**config.mk**
```make
export PLATFORM = sky130hd
export DESIGN_NAME = entropy_word_packer
export DESIGN_NICKNAME = d
export VERILOG_FILES = /design/src/rtl/entropy_word_packer.sv
export SDC_FILE = /design/constraint.sdc
export NUM_CORES = 1
export LEC_CHECK = 0
export ABC_AREA = 1
export BUFFER_PORTS_ARGS = -buffer_cell sky130_fd_sc_hd__buf_2
export CORE_UTILIZATION = 40
export DETAILED_ROUTE_END_ITERATION = 12
export MAX_ROUTING_LAYER = met4
export PLACE_DENSITY_LB_ADDON = 0.08
export SLEW_MARGIN = 20
export SYNTH_ARGS = -nofsm -noshare
export SYNTH_HDL_FRONTEND = slang
export SYNTH_SLANG_ARGS = --single-unit
```
**constraint.sdc**
```tcl
create_clock -name clk -period 5.8 [get_ports clk]
set_input_delay 1.16 -clock clk [delete_from_list [all_inputs] [get_ports clk]]
set_output_delay 1.16 -clock clk [all_outputs]
set_load 0.02 [all_outputs]
```
**src/rtl/entropy_word_packer.sv**
```systemverilog
module entropy_word_packer #(
  parameter int WORD_W     = 32,
  parameter int WORDS      = 8,
  parameter int WAIT_LIMIT = 6
) (
  input  logic                      clk,
  input  logic                      rst_n,
  input  logic                      flush,
  input  logic                      commit,
  input  logic                      rnd_word_valid,
  input  logic [WORD_W-1:0]         rnd_word,
  input  logic                      rnd_ack,
  output logic                      rnd_pending,
  output logic [WORD_W*WORDS-1:0]   rnd_value,
  output logic                      rnd_valid,
  output logic                      rnd_overrun,
  output logic                      rnd_timeout,
  input  logic                      seed_word_valid,
  input  logic [WORD_W-1:0]         seed_word,
  input  logic                      seed_ack,
  output logic                      seed_pending,
  output logic [WORD_W*WORDS-1:0]   seed_value,
  output logic                      seed_valid,
  output logic                      seed_overrun,
  output logic                      seed_timeout
);
  localparam int VAL_W  = WORD_W * WORDS;
  localparam int CNT_W  = $clog2(WORDS);
  localparam int WAIT_W = $clog2(WAIT_LIMIT + 1);
  localparam int LANES  = WORDS / 2;
  localparam int LANE_W = 2 * WORD_W;
  localparam logic [CNT_W-1:0]  LAST_IDX = CNT_W'(WORDS - 1);
  localparam logic [WAIT_W-1:0] WAIT_MAX = WAIT_W'(WAIT_LIMIT);

  // random path
  logic [VAL_W-1:0]  r_acc;
  logic [CNT_W-1:0]  r_cnt;
  logic              r_done;
  logic [WAIT_W-1:0] r_wait;

  wire r_take   = rnd_word_valid && !rnd_pending && !flush;
  wire r_last   = r_cnt == LAST_IDX;
  wire r_ack_ok = rnd_ack && rnd_pending && !r_done && !flush;
  wire r_xfer   = r_done && commit && !flush;

  always_ff @(posedge clk or negedge rst_n) begin
    if (!rst_n) begin
      r_acc       <= '0;
      r_cnt       <= '0;
      r_done      <= 1'b0;
      r_wait      <= '0;
      rnd_pending <= 1'b0;
      rnd_value   <= '0;
      rnd_valid   <= 1'b0;
      rnd_overrun <= 1'b0;
      rnd_timeout <= 1'b0;
    end else begin
      rnd_valid   <= r_xfer;
      rnd_overrun <= rnd_word_valid && rnd_pending && !flush;
      rnd_timeout <= r_ack_ok && (r_wait >= WAIT_MAX);
      if (flush) begin
        r_acc       <= '0;
        r_cnt       <= '0;
        r_done      <= 1'b0;
        r_wait      <= '0;
        rnd_pending <= 1'b0;
      end else begin
        if (r_take) begin
          r_acc[r_cnt*WORD_W +: WORD_W] <= rnd_word;
          r_cnt <= r_last ? '0 : r_cnt + 1'b1;
          if (r_last) rnd_pending <= 1'b1;
        end
        if (rnd_pending && !r_done && r_wait != WAIT_MAX)
          r_wait <= r_wait + 1'b1;
        if (r_ack_ok)
          r_done <= 1'b1;
        if (r_xfer) begin
          rnd_value   <= r_acc;
          r_acc       <= '0;
          r_done      <= 1'b0;
          r_wait      <= '0;
          rnd_pending <= 1'b0;
        end
      end
    end
  end

  // seed path
  logic [LANE_W-1:0] s_lane [LANES];
  logic [CNT_W-1:0]  s_cnt;
  logic [WAIT_W-1:0] s_wait;

  wire s_take = seed_word_valid && !seed_pending && !flush;
  wire s_last = s_cnt == LAST_IDX;
  wire s_xfer = seed_ack && seed_pending && !flush;

  always_ff @(posedge clk or negedge rst_n) begin
    if (!rst_n) begin
      for (int i = 0; i < LANES; i++) s_lane[i] <= '0;
      s_cnt        <= '0;
      s_wait       <= '0;
      seed_pending <= 1'b0;
      seed_value   <= '0;
      seed_valid   <= 1'b0;
      seed_overrun <= 1'b0;
      seed_timeout <= 1'b0;
    end else begin
      seed_valid   <= s_xfer;
      seed_overrun <= seed_word_valid && seed_pending && !flush;
      seed_timeout <= s_xfer && (s_wait >= WAIT_MAX);
      if (flush) begin
        for (int i = 0; i < LANES; i++) s_lane[i] <= '0;
        s_cnt        <= '0;
        s_wait       <= '0;
        seed_pending <= 1'b0;
      end else begin
        if (s_take) begin
          s_lane[s_cnt[CNT_W-1:1]][s_cnt[0]*WORD_W +: WORD_W] <= seed_word;
          s_cnt <= s_last ? '0 : s_cnt + 1'b1;
          if (s_last) seed_pending <= 1'b1;
        end
        if (seed_pending && s_wait != WAIT_MAX)
          s_wait <= s_wait + 1'b1;
        if (s_xfer) begin
          for (int i = 0; i < LANES; i++) begin
            seed_value[i*LANE_W +: LANE_W] <= s_lane[i];
            s_lane[i] <= '0;
          end
          s_wait       <= '0;
          seed_pending <= 1'b0;
        end
      end
    end
  end

  AST_PEND_HOLDS: assert property (@(posedge clk) disable iff (!rst_n)
    rnd_pending && !flush && !r_xfer |=> $stable(r_acc));
  AST_FLUSH_CLEARS: assert property (@(posedge clk) disable iff (!rst_n)
    flush |=> !rnd_pending && !seed_pending && r_cnt == '0 && s_cnt == '0);
  AST_RND_LATE: assert property (@(posedge clk) disable iff (!rst_n)
    rnd_ack && rnd_pending && !r_done && !flush |=> !rnd_valid);
  AST_SEED_NOW: assert property (@(posedge clk) disable iff (!rst_n)
    seed_ack && seed_pending && !flush |=> seed_valid && !seed_pending);
  AST_RND_STROBE: assert property (@(posedge clk) disable iff (!rst_n)
    rnd_valid |=> !rnd_valid);
  AST_SEED_STROBE: assert property (@(posedge clk) disable iff (!rst_n)
    seed_valid |=> !seed_valid);
  AST_TIMEOUT_ACK: assert property (@(posedge clk) disable iff (!rst_n)
    seed_timeout |-> $past(seed_ack));
endmodule

```
==> metrics, run 1 <==
hold buffer count at cts=0; Core ar.=101,700 um2; top achievable clock speed=between 0.2 and 0.3 GHz; Final Hold Fails=0; Yosys reg bits=1,045; outcome=complete, no violations; Final ANT Viol Nets=0; P per Cell Area=319.1 nW/um2; Synth Cell Area=41,040 um2; CP Cell Sequence=buf_4 > inv_2 > ha_1 > ha_1 > inv_1 > nand2_2 > nor2_1 > nand3_1 > buf_4 > nand2_2 > nand2_1 > nand2_1; vias after detailed routing=about 33,000; Overflow after GRT=0; Netlist cell types=27; Most used DFF post-synth=dfrtp_1; Hold WC Path Type=in -> async; clk_lat worst skew=0.70 ns; syn_nets=approximately 4,700; post-layout util=0.4812; share of the synthesized area in the top cell type=0.6372; Syn Area/Cell=between 8 and 9 um2; Switching Fraction=0.2418; sequential share of power=0.476; DRC viols=0; Reg clk slew, reported paths=roughly 0.060 ns; H-Tree Depth=3; Tmin final=3.691 ns; most frequent cell after synthesis=nand2_1; Die X=322.3 um; Placement Rows=117; Layout area overhead=19.30%; # nets final=5,233; r2r worst-path depth=12; final-report setup violation count=0; postcts setup bufs=0; top cell type by total area after synthesis=dfrtp_1; number of global-route vias before repair=around 32,000; top routing layer in use=met4; top cells by count, synth=nand2_1, dfrtp_1, nand3_1; Post-Route WL=138,900 um; input/output buffers=591; Max Cap Viol=0; wire length on met1=65,530 um; share of layout cells above drive strength 1=0.1658; post-synthesis xor/xnor area fraction=0; Iteration-0 DRC Markers=approximately 2,900; actual slew at the worst max-slew pin=1.075 ns; crit share post-route=0.6364; CP required=6.43 ns; unrepaired setup endpoints after global routing=false; setup TNS=0 ns; post-synthesis compound-gate area fraction=0.04729; CP endpoint kind=register; # IOs=592; final RePlAce weighted congestion=about 0.87; CP Class=reg -> reg; Root Buffer=clkbuf_16; maximum VDD drop=around 0.0002 V; die area=~100,000 um2; Setup WS pre-CTS=approximately 1.6 ns; Leak=27.47 nW; Num Clock Sinks=1,045; clock power share=0.468; internal power=between 0.01 and 0.015 W; Ys Warns=0; largest family of logic cells by synthesized area=simple AND/OR/NAND/NOR gates; CP max FO=46; CTS tree=built; Post-DP HPWL=roughly 95,000 um; Syn Inst Count=4,645; Cell Count, Final, Fillers Out=6,620; WL met2=59,030 um; Power Total=~0.016 W; crit start category=register; PostCTS Resize Cnt=0; initial antenna violation count=16; Initial Util=0.4034; Initial DRT Pass Iterations=7; Psw=between 0.003 and 0.004 W; clock buffer depth=3; Slew Viols, Final=0; Post-synth ARST share=1.000; slowest stage delay, CP=0.58 ns; Synth Area in Adders=0.004268; Synth Area in Simple Gates=0.2607; drt wl/cell=about 21 um; dpl cells=around 6,400; largest net degree at the start of global routing=175; Comb pwr share=0.055; Synth area leaders=dfrtp_1, nand2_1, nand3_1; slowest CP cell=nand2_2; relative slew slack=0.2816; drt via density=4.986; first-pass GRT wire length=~210,000 um; Worst Path Arrival=4.32 ns; cts bufs inserted=~110; Setup Skew=0.02111 ns; sequential area share after synthesis=0.6372; Met3 Routed Length=9159 um; setup ws final=~2.1 ns; Total GRT Usage=0.2738; mux contribution to synthesized area=0; Die H=322.3 um; EDFF count, synth=0
==> sequential cells by signal, indices dropped and copies added, names as in the netlist <==
name,count
s_lane,256
r_done,1
r_cnt,3
rnd_value,256
rnd_pending,1
seed_pending,1
rnd_valid,1
s_cnt,3
seed_timeout,1
seed_value,256
rnd_overrun,1
s_wait,3
r_wait,3
rnd_timeout,1
seed_overrun,1
r_acc,256
seed_valid,1
==> power by group through the flow <==
stage               clock network [W]  logic (W)  registers, W
floorplan                           0   0.000393       0.00757
global placement                    0   0.000865       0.00757
detailed placement                  0   0.000868       0.00757
CTS                           0.00750   0.000870       0.00744
global route                  0.00778   0.000950       0.00744
finish                        0.00732   0.000864       0.00744
==> metrics by stage <==
stage          hold WS, ns  instance area, um2
4_1_cts             0.4654               48900
2_1_floorplan       0.4422               41040
3_5_place_dp        0.4538               45130
5_1_grt             0.4819               48950
3_3_place_gp        0.4507               45120
6_report            0.4168               48960
==> worst paths after layout <==
check,endpoint,startpoint,slack [ns]
max,r_acc[135],r_cnt[0],2.11
min,rnd_value[102],rst_n,0.42
max reg2reg,r_acc[135],r_cnt[0],2.11
min reg2reg,seed_value[112],s_lane[176],0.46
max in group asynchronous,seed_value[245],rst_n,3.96
min in group clk,seed_value[112],s_lane[176],0.46
==> critical path, delay by kind of cell, from the launching register on <==
family	cells	cell delay, ns
simple gates	6	1.76
buf+inv	4	1.06
fa+ha+maj	2	0.46
flops	1	0.32
==> metal layers <==
| metal | global-route usage | up-vias |
|---|---|---|
| met2 | 0.3726 | 1044 |
| li1 | - | 15522 |
| met1 | 0.3993 | 16210 |
| met3 | 0.05211 | 230 |
| met4 | 0.1081 | 0 |
| met5 | - | - |
==> placed cells by master, fill, tap and decap left out, types with 2 or more instances in the layout <==
cell	count
nor3_1	26
nor2_2	10
buf_4	56
o21ai_0	232
clkbuf_16	113
o21ai_1	15
clkinvlp_4	3
buf_2	590
nand3_1	283
clkinv_2	16
dfrtp_1	1045
a21oi_1	6
nand4_1	5
buf_12	7
nand2_2	10
clkbuf_1	33
nand3b_1	2
clkinv_8	2
clkbuf_8	28
nand2_1	2191
inv_2	11
bufinv_16	8
ha_1	14
inv_6	3
nor2_1	198
inv_1	217
diode_2	12
o22ai_1	101
==> kinds of logic after synthesis <==
| logic type | after synthesis |
|---|---|
| and+or+nand+nor | 2729 |
| DFF | 1045 |
| buffers and inverters | 498 |
| AOI/OAI and AO/OA | 359 |
| adders and majority gates | 14 |
==> layout make-up <==
cell class / instances / area, um2
antenna: 12 / 30.03
clock buffer: 174 / 3337
clock inverter: 34 / 430.4
fill: 10074 / 52780
inverter: 230 / 873.3
multi-input combinational: 3102 / 12870
sequential: 1045 / 26150
tap: 1368 / 1712
timing repair buffer: 655 / 3556
Power figures use the tool's default switching activity.
==> run 2, diff against run 1 <==
==> constraint.sdc (replaced) <==
create_clock -name clk -period 3.5 [get_ports clk]
set_input_delay 0.7 -clock clk [delete_from_list [all_inputs] [get_ports clk]]
set_output_delay 0.7 -clock clk [all_outputs]
set_load 0.02 [all_outputs]
==> metrics, run 2 (synthesized netlist as in run 1, its figures left out) <==
first-pass GRT wire length=208,200 um (+0.79%); flop2flop setup slack=0.76 ns (-1.35 ns); largest net degree at the start of global routing=241 (+38%); Hold Crit Start=seed_word[29]; crit start category=register; drt wl/cell=21.03 um (+0.23%); clk_lat worst skew=0.71 ns (about the same); clock buffer depth=3 (unchanged); most common cell after layout, fill and taps aside=nand2_1; Reg clk slew, reported paths=0.06 ns (about the same); slowest stage delay, CP=0.43 ns (-0.15 ns); cts bufs inserted=114 (+0.88%); DRC viols=0 (unchanged); crit share post-route=0.7839 (+0.1475); Core ar.=101,700 um2 (unchanged); Layout area overhead=20.36%; Placement Rows=117 (unchanged); unrepaired setup endpoints after global routing=false; launch point of the worst path=r_cnt[1]; commonest cells after routing, fill and taps aside=nand2_1, dfrtp_1, buf_2, nand3_1, o21ai_0; slowest CP cell=nand2_2; relative slew slack=0.2973 (+0.01571); Max Cap Viol=0 (unchanged); Initial DRT Pass Iterations=6 (-1); Final ANT Viol Nets=0 (unchanged); Num Clock Sinks=1,045 (unchanged); Die X=322.3 um (unchanged); register area=26,150 um2 (unchanged); CTS tree=built; Worst Path Arrival=3.33 ns (-0.99 ns); share of layout cells above drive strength 1=0.1704 (+0.004522); # nets final=5,268 (+0.67%); input/output buffers=591 (unchanged); vias after detailed routing=33,308 (+0.91%); CP required=4.09 ns (-2.34 ns); Post-Route WL=139,900 um (+0.71%); top achievable clock speed=0.3645 GHz (+35%); drt via density=5.007 (+0.43%); CP Class=reg -> reg; number of global-route vias before repair=31,780 (+0.0094%); CP max FO=33 (-28%); Tmin final=2.744 ns (-0.9474 ns); r2r worst-path depth=11 (-1); placed inst area=45,560 um2 (+0.95%); initial antenna violation count=12 (-4); P per Cell Area=528.0 nW/um2 (+65%); die area=103,900 um2 (unchanged); Multi-input gate area=12,850 um2 (-0.12%); CP most frequent cell=nand2_1; Final Hold Fails=0 (unchanged); Post-DP HPWL=96,160 um (+1.4%); Iteration-0 DRC Markers=2,979 (+3.7%); maximum VDD drop=0.0003940 V (+92%); Setup Skew=0.01796 ns (-0.003149 ns); CP endpoint kind=register; Finished Cell Area=49,390 um2 (+0.89%); Hold WC Path Type=in -> reg; worst setup path end=r_acc[27]; RR Endpoint=r_acc[27]; RR Startpoint=r_cnt[1]; Total GRT Usage=0.2758 (+0.002045); CP Cell Sequence=inv_1 > ha_1 > ha_1 > inv_1 > nand3_1 > nor2_1 > nand2_1 > buf_4 > nand2_2 > nand2_1 > nand2_1; final RePlAce weighted congestion=0.8899 (+2.9%); setup TNS=0 ns (unchanged); Root Buffer=clkbuf_16; final-report setup violation count=0 (unchanged); Slew Viols, Final=0 (unchanged); actual slew at the worst max-slew pin=1.050 ns (-0.02484 ns); Leak=27.74 nW (+0.97%); outcome=complete, no violations; Overflow after GRT=0 (unchanged); Fill cells=10,119 (+0.45%); # IOs=592 (unchanged); H-Tree Depth=3 (unchanged); Initial Util=0.4034 (unchanged); Die H=322.3 um (unchanged); postcts setup bufs=0 (unchanged); post-layout util=0.4855 (+0.004305)
## run 2: cell count changes in the layout (fill, tap and decap cells not counted), sizes merged
cell         before  now
clkinvlp          3    1
clkbuf          174  171
diode            12    7
dlygate4sd3       0    1
clkinv           19   26
bufinv            8    9
buf             655  688
## run 2: power breakdown
part | switching [W] | internal, W | total (W)
sequential | 0.0000915 | 0.0122 | 0.0123
combinational | 0.00119 | 0.000290 | 0.00148
clock | 0.00505 | 0.00721 | 0.0123
total | 0.00634 | 0.0197 | 0.0261
## run 2: timing repair
action / in CTS / in global routing
endpoints found under the hold margin: 8 / 0
resized for setup: 0 / 0
hold buffers: 1 / 0
## run 2: worst min path at each step
stage / to / cells past startpoint
final: s_lane[189] / 3
after detailed placement: rnd_value[37] / 2
after CTS: s_lane[189] / 3
after global placement: rnd_value[121] / 2
after global routing: s_lane[189] / 3
after floorplan: r_acc[0] / 0
## run 2: critical path: cells and delay by family (launching register included)
family / cells / cell delay, ns
adder cells (fa/ha/maj): 2 / 0.60
buffers and inverters: 3 / 0.59
AND/OR/NAND/NOR: 6 / 1.00
flip-flops: 1 / 0.41
## run 2: area by class of cell
class                           count  share of cell area
Timing Repair Buffer              689             0.08060
Sequential cell                  1045              0.5294
Antenna cell                        7           0.0003546
Clock buffer                      171             0.06735
Multi-Input combinational cell   3102              0.2602
Tap cell                         1368             0.03465
Clock inverter                     40            0.009727
Inverter                          230             0.01768
## run 2: per-layer routing
metal,vias up,global-route usage,part of all wire
li1,15591,-,-
met1,16334,0.3967,0.46
met2,1114,0.3801,0.43
met3,269,0.05827,0.075
met4,0,0.1032,0.037
met5,-,-,0
## run 2: metrics by stage
stage / setup slack [ns] / hold WS (ns) / total power, W / std cells
2_1_floorplan: 1.471 / 0.4044 / 0.01319 / 4645
3_3_place_gp: 0.5509 / 0.4483 / 0.01403 / 6433
3_5_place_dp: 0.5147 / 0.4530 / 0.01404 / 6433
4_1_cts: 0.7576 / 0.1834 / 0.02633 / 6645
5_1_grt: 0.5559 / 0.2174 / 0.02694 / 6651
6_report: 0.7564 / 0.2303 / 0.02608 / 6652
